==> src/rtl/pgate_pkg.sv <==
package pgate_pkg;

  typedef enum logic [1:0] {
    PS_D0    = 2'b00,
    PS_D1    = 2'b01,
    PS_D2    = 2'b10,
    PS_D3HOT = 2'b11
  } pwrState_e;

  typedef enum logic [1:0] {
    RQ_MEM  = 2'b00,
    RQ_IO   = 2'b01,
    RQ_CFG0 = 2'b10,
    RQ_CFG1 = 2'b11
  } reqKind_e;

  // strobes from control to datapath
  typedef struct packed {
    logic load;      // capture a response
    logic claim;
    logic fwd;
    logic abort;
    logic rdOnes;    // swallowed Type 1 read
    logic rdStatus;  // Type 0 read
    logic wrCfg;     // Type 0 write
    logic clrStd;    // wake reset: clear standard field
    logic clrAll;    // cold-off: hold everything at defaults
  } gateStrb_t;

endpackage

==> src/rtl/pgate_ctrl.sv <==
module pgate_ctrl
  import pgate_pkg::*;
#(
  parameter int NUM_CLK = 4
) (
  input  logic               clk,
  input  logic               rstN,
  input  logic               coldOff,
  input  logic               reqValid,
  input  logic [1:0]         reqType,
  input  logic               reqWrite,
  input  logic [1:0]         wrState,
  output gateStrb_t          strb,
  output pwrState_e          pwrState,
  output logic [NUM_CLK-1:0] secClkEn,
  output logic               softRst
);

  pwrState_e stateQ;
  reqKind_e  kind;
  logic      isLow;
  logic      wake;
  logic      clkOn;

  assign kind  = reqKind_e'(reqType);
  assign isLow = (stateQ != PS_D0);

  always_comb begin
    strb        = '0;
    strb.load   = reqValid;
    strb.clrAll = coldOff;
    if (reqValid) begin
      if (coldOff) begin
        strb.abort = 1'b1;
      end else begin
        unique case (kind)
          RQ_MEM, RQ_IO: begin
            if (isLow) strb.abort = 1'b1;
            else begin
              strb.claim = 1'b1;
              strb.fwd   = 1'b1;
            end
          end
          RQ_CFG0: begin
            strb.claim = 1'b1;
            if (reqWrite) strb.wrCfg = 1'b1;
            else          strb.rdStatus = 1'b1;
          end
          RQ_CFG1: begin
            strb.claim = 1'b1;
            if (!isLow)         strb.fwd    = 1'b1;
            else if (!reqWrite) strb.rdOnes = 1'b1;
          end
          default: ;
        endcase
      end
    end
    strb.clrStd = wake;
  end

  assign wake = reqValid && !coldOff && (kind == RQ_CFG0) && reqWrite &&
                (stateQ == PS_D3HOT) && (wrState == PS_D0);

  always_ff @(posedge clk or negedge rstN) begin
    if (!rstN)           stateQ <= PS_D0;
    else if (coldOff)    stateQ <= PS_D0;
    else if (strb.wrCfg) stateQ <= pwrState_e'(wrState);
  end

  always_ff @(posedge clk or negedge rstN) begin
    if (!rstN) softRst <= 1'b0;
    else       softRst <= wake;
  end

  assign clkOn    = !coldOff && ((stateQ == PS_D0) || (stateQ == PS_D1));
  assign pwrState = stateQ;

  genvar gi;
  generate
    for (gi = 0; gi < NUM_CLK; gi++) begin : g_clkEn
      assign secClkEn[gi] = clkOn;
    end
  endgenerate

  // the wake pulse lasts a single cycle
  a_r7_pulse_single: assert property (@(posedge clk) disable iff (!rstN)
    softRst |=> !softRst);

  // a waking write lands in D0 with the pulse raised
  a_r7_wake_pulse: assert property (@(posedge clk) disable iff (!rstN)
    wake |=> (softRst && pwrState == PS_D0));

  // writing a deep-sleep level turns the clocks off next cycle
  a_r6_clk_off: assert property (@(posedge clk) disable iff (!rstN)
    (strb.wrCfg && wrState[1] && !coldOff) |=> (secClkEn == '0));

  // cold-off leaves the state at fully on
  a_r9_cold_state: assert property (@(posedge clk) disable iff (!rstN)
    coldOff |=> (pwrState == PS_D0));

endmodule

==> src/rtl/pgate_dp.sv <==
module pgate_dp
  import pgate_pkg::*;
#(
  parameter int DATA_W = 32,
  parameter int STD_W  = 16
) (
  input  logic              clk,
  input  logic              rstN,
  input  gateStrb_t         strb,
  input  pwrState_e         pwrState,
  input  logic [DATA_W-3:0] cfgData,
  input  logic              errIn,
  output logic              rspValid,
  output logic              rspClaim,
  output logic              rspForward,
  output logic              rspAbort,
  output logic [DATA_W-1:0] rspRdData,
  output logic              errOut
);

  localparam int VEND_W = DATA_W - STD_W - 2;

  logic [STD_W-1:0]  stdQ;
  logic [VEND_W-1:0] vendQ;
  logic [DATA_W-1:0] statusWord;
  logic [DATA_W-1:0] rdNext;

  always_ff @(posedge clk or negedge rstN) begin
    if (!rstN) begin
      stdQ  <= '0;
      vendQ <= '0;
    end else if (strb.clrAll) begin
      stdQ  <= '0;
      vendQ <= '0;
    end else begin
      if (strb.wrCfg) vendQ <= cfgData[VEND_W-1:0];
      if (strb.clrStd)     stdQ <= '0;
      else if (strb.wrCfg) stdQ <= cfgData[DATA_W-3 -: STD_W];
    end
  end

  assign statusWord = {stdQ, vendQ, pwrState};

  always_comb begin
    if (strb.rdOnes)        rdNext = '1;
    else if (strb.rdStatus) rdNext = statusWord;
    else                    rdNext = '0;
  end

  always_ff @(posedge clk or negedge rstN) begin
    if (!rstN) begin
      rspValid   <= 1'b0;
      rspClaim   <= 1'b0;
      rspForward <= 1'b0;
      rspAbort   <= 1'b0;
      rspRdData  <= '0;
      errOut     <= 1'b0;
    end else begin
      rspValid   <= strb.load;
      rspClaim   <= strb.claim;
      rspForward <= strb.fwd;
      rspAbort   <= strb.abort;
      rspRdData  <= rdNext;
      errOut     <= errIn && !strb.clrAll;
    end
  end

  // a response is either claimed or aborted, never both
  a_r3_claim_xor_abort: assert property (@(posedge clk) disable iff (!rstN)
    rspValid |-> $onehot({rspClaim, rspAbort}));

  // forwarding only happens on a claimed request
  a_r2_fwd_claimed: assert property (@(posedge clk) disable iff (!rstN)
    rspForward |-> rspClaim);

  // outputs stay quiet with no request
  a_r1_idle_quiet: assert property (@(posedge clk) disable iff (!rstN)
    !rspValid |-> (!rspClaim && !rspAbort && !rspForward && rspRdData == '0));

endmodule

==> src/rtl/pgate_top.sv <==
module pgate_top
  import pgate_pkg::*;
#(
  parameter int DATA_W  = 32,
  parameter int STD_W   = 16,
  parameter int NUM_CLK = 4
) (
  input  logic               clk,
  input  logic               rstN,
  input  logic               coldOff,
  input  logic               reqValid,
  input  logic [1:0]         reqType,
  input  logic               reqWrite,
  input  logic [DATA_W-1:0]  reqWrData,
  input  logic               errIn,
  output logic               rspValid,
  output logic               rspClaim,
  output logic               rspForward,
  output logic               rspAbort,
  output logic [DATA_W-1:0]  rspRdData,
  output logic               errOut,
  output logic [NUM_CLK-1:0] secClkEn,
  output logic               softRst
);

  gateStrb_t strb;
  pwrState_e pwrState;

  pgate_ctrl #(.NUM_CLK(NUM_CLK)) uCtrl (
    .clk      (clk),
    .rstN     (rstN),
    .coldOff  (coldOff),
    .reqValid (reqValid),
    .reqType  (reqType),
    .reqWrite (reqWrite),
    .wrState  (reqWrData[1:0]),
    .strb     (strb),
    .pwrState (pwrState),
    .secClkEn (secClkEn),
    .softRst  (softRst)
  );

  pgate_dp #(.DATA_W(DATA_W), .STD_W(STD_W)) uDp (
    .clk        (clk),
    .rstN       (rstN),
    .strb       (strb),
    .pwrState   (pwrState),
    .cfgData    (reqWrData[DATA_W-1:2]),
    .errIn      (errIn),
    .rspValid   (rspValid),
    .rspClaim   (rspClaim),
    .rspForward (rspForward),
    .rspAbort   (rspAbort),
    .rspRdData  (rspRdData),
    .errOut     (errOut)
  );

  // cold-off requests are never claimed
  a_r9_cold_abort: assert property (@(posedge clk) disable iff (!rstN)
    (coldOff && reqValid) |=> (rspAbort && !rspClaim && !rspForward));

  // one response per request, one cycle later
  a_r1_rsp_timing: assert property (@(posedge clk) disable iff (!rstN)
    reqValid |=> rspValid);

endmodule

==> config.mk <==
export PLATFORM = sky130hd
export DESIGN_NAME = pgate_top
export DESIGN_NICKNAME = d
export VERILOG_FILES = /design/src/rtl/pgate_pkg.sv /design/src/rtl/pgate_ctrl.sv /design/src/rtl/pgate_dp.sv /design/src/rtl/pgate_top.sv
export SDC_FILE = /design/constraint.sdc
export NUM_CORES = 1
export LEC_CHECK = 0
export CAP_MARGIN = 25
export CORE_UTILIZATION = 60
export CTS_CLUSTER_DIAMETER = 60
export DETAILED_ROUTE_END_ITERATION = 16
export DONT_BUFFER_PORTS = 1
export GPL_ROUTABILITY_DRIVEN = 0
export PLACE_DENSITY = 0.76
export SLEW_MARGIN = 15
export SYNTH_ARGS = -nofsm -noshare
export SYNTH_HDL_FRONTEND = slang
export SYNTH_HIERARCHICAL = 1
export SYNTH_SLANG_ARGS = --single-unit
==> constraint.sdc <==
create_clock -name clk -period 2.6 [get_ports clk]
set_clock_uncertainty 0.2 [all_clocks]
set_input_delay 0.39 -clock clk [delete_from_list [all_inputs] [get_ports clk]]
set_output_delay 0.39 -clock clk [all_outputs]
set_load 0.005 [all_outputs]
=== After elaboration in Yosys (flattened, before gate mapping) ===
Index checks and enable logic that the tools add are counted.

* Register bits after elaboration: 70
* Input port bits: 40
* Word-level logic and storage cells: 56

* Equal/unequal tests: 5
* Muxes and demuxes: 24
* Reduce and logical (&&, ||, !) cells: 17

{| class="wikitable"
|+ Operator list
! kind !! count
|-
| 2-to-1 mux 32 bit || 2
|-
| 2-to-1 mux 16 bit || 3
|-
| 2-to-1 mux 14 bit || 2
|-
| 2-to-1 mux 2 bit || 5
|-
| 2-to-1 mux 1 bit || 8
|-
| logical AND 1 bit || 7
|-
| == test 2 bit (second input constant) || 3
|-
| zero test 2 bit || 3
|-
| 2-to-1 mux 6 bit || 1
|-
| == test 2 x 1 -> 1 bit (second input constant) || 2
|-
| one-hot mux 1 bit (2 select lines) || 2
|-
| nonzero test 2 bit || 2
|-
| OR reduction 2 bit || 2
|-
| 2-to-1 mux 3 bit || 1
|-
| nonzero test 3 bit || 1
|-
| zero test 1 bit || 1
|-
| logical OR 1 bit || 1
|}

=== Logic depth before layout (Yosys ltp) ===
* Depth after elaboration: 8
* Mapped depth: 8
* Gate-level depth less buffers: 5

=== Hierarchy ===
The synthesis kept the hierarchy.

{| class="wikitable"
|+ By module, submodules not included
! module !! instances !! cells each !! area each (µm²)
|-
| pgate_dp || 1 || 174 || 2451.1
|-
| pgate_ctrl || 1 || 31 || 252.7
|}

=== Worst setup path after synthesis ===
Ideal clock, no wire load.

* Path kind: input to register
* Start point: input port coldOff
* End point: register uDp.stdQ[10]
* Setup time: 0.069 ns
* Arrival: 1.623 ns
* Required time: 2.331 ns
* Path slack: 0.708 ns
* Stages: 8
* Path buffers: 3
* Cells stage by stage: and4bb_1 and2_4 and4_1 buf_4 or2_1 buf_6 buf_12 nor2_2

{| class="wikitable"
|+ RTL lines
! what !! RTL line !! source
|-
| start, declared || pgate_top.sv:10 || <nowiki>input logic coldOff,</nowiki>
|-
| end signal, assigned || pgate_dp.sv:38 || <nowiki>else if (strb.wrCfg) stdQ <= cfgData[DATA_W-3 -: STD_W];</nowiki>
|-
| end, declared || pgate_dp.sv:23 || <nowiki>logic [STD_W-1:0] stdQ;</nowiki>
|}

==> flow_summary.toml <==
[run_status]
status = "finished, final reports clean"

[global_route]
grt_pass1_vias = 1611
grt_usage_pct = 22.4
antenna_found_initial = 0
grt_start_max_net_pins = 71
grt_pass1_wl_um = 8040
grt_overflow_total = 0

[final_layout]
areaGrowthSynthToFinish_pct = 10.9
n_fill_cell = 311
diodes = 0
utilization_pct = 68.9
drive_above_1_share_pct = 16.4
nets = 249
instances_no_fill = 266

[floorplanning]
die_x_um = 69.1
die_h_um = 69.1
fp.coreArea_um2 = 4350
rows = 24
dieArea_um2 = 4780
io_pins = 82
start_util_pct = 62.1

[setup_path]
crit_arrival_ps = 1760
regToRegEndpoint = "uDp/stdQ[4]$_DFFE_PN0P_"
reg2reg_slack_ps = 860
timing.rr.start = "uCtrl/pwrState[1]$_DFFE_PN0P_"
crit_required_ps = 2590
startpoint_type = "input pin"
criticalPathCategory = "in2reg"
r2r_cells = 3
critPathMaxFanout = 16
endpoint_kind = "register"

[yosys]
yosysTopAreaCell = "dfrtp_1"
synth.distinct_cells = 23
ys_seq_area_share_pct = 64.8
yosys.area_share.simple_pct = 9.53
ys_seq_elements = 70
synthAdderAreaFrac_pct = 0
synth_top_family_by_area = "multiplexers"
synth_area_per_cell_um2 = 13.2
synth.area.top_cells = "dfrtp_1, mux2i_1, a21o_1, nor2_1, buf_4"
synth_nets = 245
synth-xor-area-share_pct = 0
syn_area_um2 = 2700
yosys_warnings = 6
synth.area.mux_share_pct = 11.1
yosys.area.top_type_share_pct = 64.8
synth-compound-area-share_pct = 9.53
syn_inst = 205

[timing]
slew_viol_final = 0
fin_crit_ps = 1770
finalCritPeriodShare_pct = 68.2
hold_viol_final = 0
relSlewSlack_pct = 50.3
worst_pin_slew_ps = 745
rsz0062_at_grt = "false"
finalSetupTns_ps = 0
max_freq_mhz = 564
setup_violations = 0
fin_hold_ws_ps = 13.3

[power_and_ir_drop]
leakage_nw = 1.64
power_switching_mw = 0.423
comb_power_share_pct = 3.6
power_density_nw_per_um2 = 699
swShare_pct = 20.2
clkPwrFrac_pct = 43.5
design_power_total_mw = 2.10
pwr-share-seq_pct = 52.9
peakVddDrop_v = 0.000403
p_int_mw = 1.67

[clocking]
cts_root_buf = "clkbuf_8"
cts_buffers = 9
clock_path_buffers = 2
cts_resized = 0
cts_tree = "built"
clock-sinks = 70
clk_latency_ps = 330
cts.clk_slew.worst_paths_ps = 70
h-tree-depth = 3

[drt]
drt-total-wl_um = 4810
post_drt_wl_per_cell_um = 18.1
initialDrtViolationCount = 95
drc = 0
num_vias = 1518
dr.pass1.iters = 4
drt-vias-per-instance = 5.71
postRouteAntennaNets = 0

[worst_hold_path]
hp-start = "reqWrData[0]"
whs_endpoint = "uCtrl/pwrState[0]$_DFFE_PN0P_"
hp-class = "in2reg"
holdPathStages = 2

[place]
dpl.hpwl_um = 3140
place_inst = 242
port_buffers = 0

[flow_run]
maxCapViolCount = 0
==> stage by stage <==
stage,cell area [um^2],setup WS (ps)
finish,3000,828
global route,3000,730
CTS,3000,841
detailed placement,2680,477
global placement,2680,532
floorplan,2700,708
==> how the worst max path moves through the flow <==
stage	start	end	slack, ps	depth (start not counted)
6_report	coldOff	uDp/stdQ[4]$_DFFE_PN0P_	830	5
5_1_grt	coldOff	uDp/stdQ[1]$_DFFE_PN0P_	730	5
4_1_cts	coldOff	uDp/stdQ[0]$_DFFE_PN0P_	840	5
3_5_place_dp	coldOff	uDp/stdQ[0]$_DFFE_PN0P_	480	5
3_3_place_gp	coldOff	uDp/stdQ[15]$_DFFE_PN0P_	530	5
2_1_floorplan	coldOff	uDp/stdQ[10]$_DFFE_PN0P_	710	8
==> final cells by class <==
class,count,area [um^2],share of cell area (%)
clock buffer,13,179,5.97
clock inverter,3,40.0,1.34
timing repair buffer,13,135,4.51
tap,52,65.1,2.17
sequential,70,1750,58.4
multi-input combinational,115,827,27.6
==> registers in the layout, indices dropped and copies added (netlist names) <==
name,cells
uDp/rspAbort,1
uDp/rspForward,1
uCtrl/pwrState,2
uDp/rspRdData,32
uCtrl/softRst,1
uDp/vendQ,14
uDp/errOut,1
uDp/rspClaim,1
uDp/stdQ,16
uDp/rspValid,1
==> placed cells by master (no fill, tap or decap), types with 2 or more instances in the layout <==
| master | synthesis | routed |
|---|---|---|
| dfrtp_1 | 70 | 70 |
| buf_4 | 9 | 5 |
| nor2_1 | 25 | 25 |
| nor2b_1 | 2 | 2 |
| nand2b_1 | 3 | 3 |
| nand3_1 | 2 | 2 |
| clkinv_2 | 0 | 2 |
| dlygate4sd3_1 | 0 | 7 |
| nor2_2 | 10 | 10 |
| a21o_1 | 32 | 32 |
| o21ai_1 | 2 | 2 |
| clkbuf_8 | 0 | 13 |
| mux2i_1 | 30 | 30 |
==> synthesized netlist by cell type <==
cell and instances:
a21o_1 32, and2_4 1, and4_1 1, and4bb_1 1
buf_12 1, buf_2 2, buf_4 9, buf_6 1
clkbuf_1 6, clkbuf_2 1, dfrtp_1 70, mux2i_1 30
nand2_1 1, nand2b_1 3, nand3_1 2, nor2_1 25
nor2_2 10, nor2b_1 2, nor3b_1 1, nor4_1 2
o21a_1 1, o21ai_1 2, or2_1 1
==> power groups by stage <==
stage,clock network (mW),logic (mW),registers [mW]
after floorplan,0,0.0482,1.13
after global placement,0,0.0384,1.13
after detailed placement,0,0.0400,1.13
after CTS,0.937,0.0770,1.11
after global routing,0.986,0.0857,1.11
final,0.912,0.0753,1.11
==> worst max-delay path, stage by stage <==
cell and delay (ps):
and4bb_1 290, and2_4 160, and4_1 210, or2_1 600
nor2_1 110
==> per-layer routing <==
| metal | wire (um) | global-route usage [%] | vias to the layer above |
|---|---|---|---|
| met5 | 0 | 0 | - |
| met4 | 68 | 9.98 | 0 |
| met3 | 322 | 9.06 | 7 |
| met1 | 2010 | 28.1 | 762 |
| met2 | 2410 | 34.4 | 63 |
| li1 | - | - | 686 |
==> cells by family after synthesis <==
family / after synthesis
AOI/OAI and AO/OA: 35
DFF: 70
and+or+nand+nor: 50
muxes: 30
buffers and inverters: 20
==> repair_timing <==
| action | 4_1_cts | 5_1_grt |
|---|---|---|
| hold buffers | 8 | 0 |
| hold endpoints to repair | 90 | 0 |
| setup buffers | 0 | 0 |
| setup endpoints to repair | 0 | 0 |
Power figures use the tool's default switching activity.
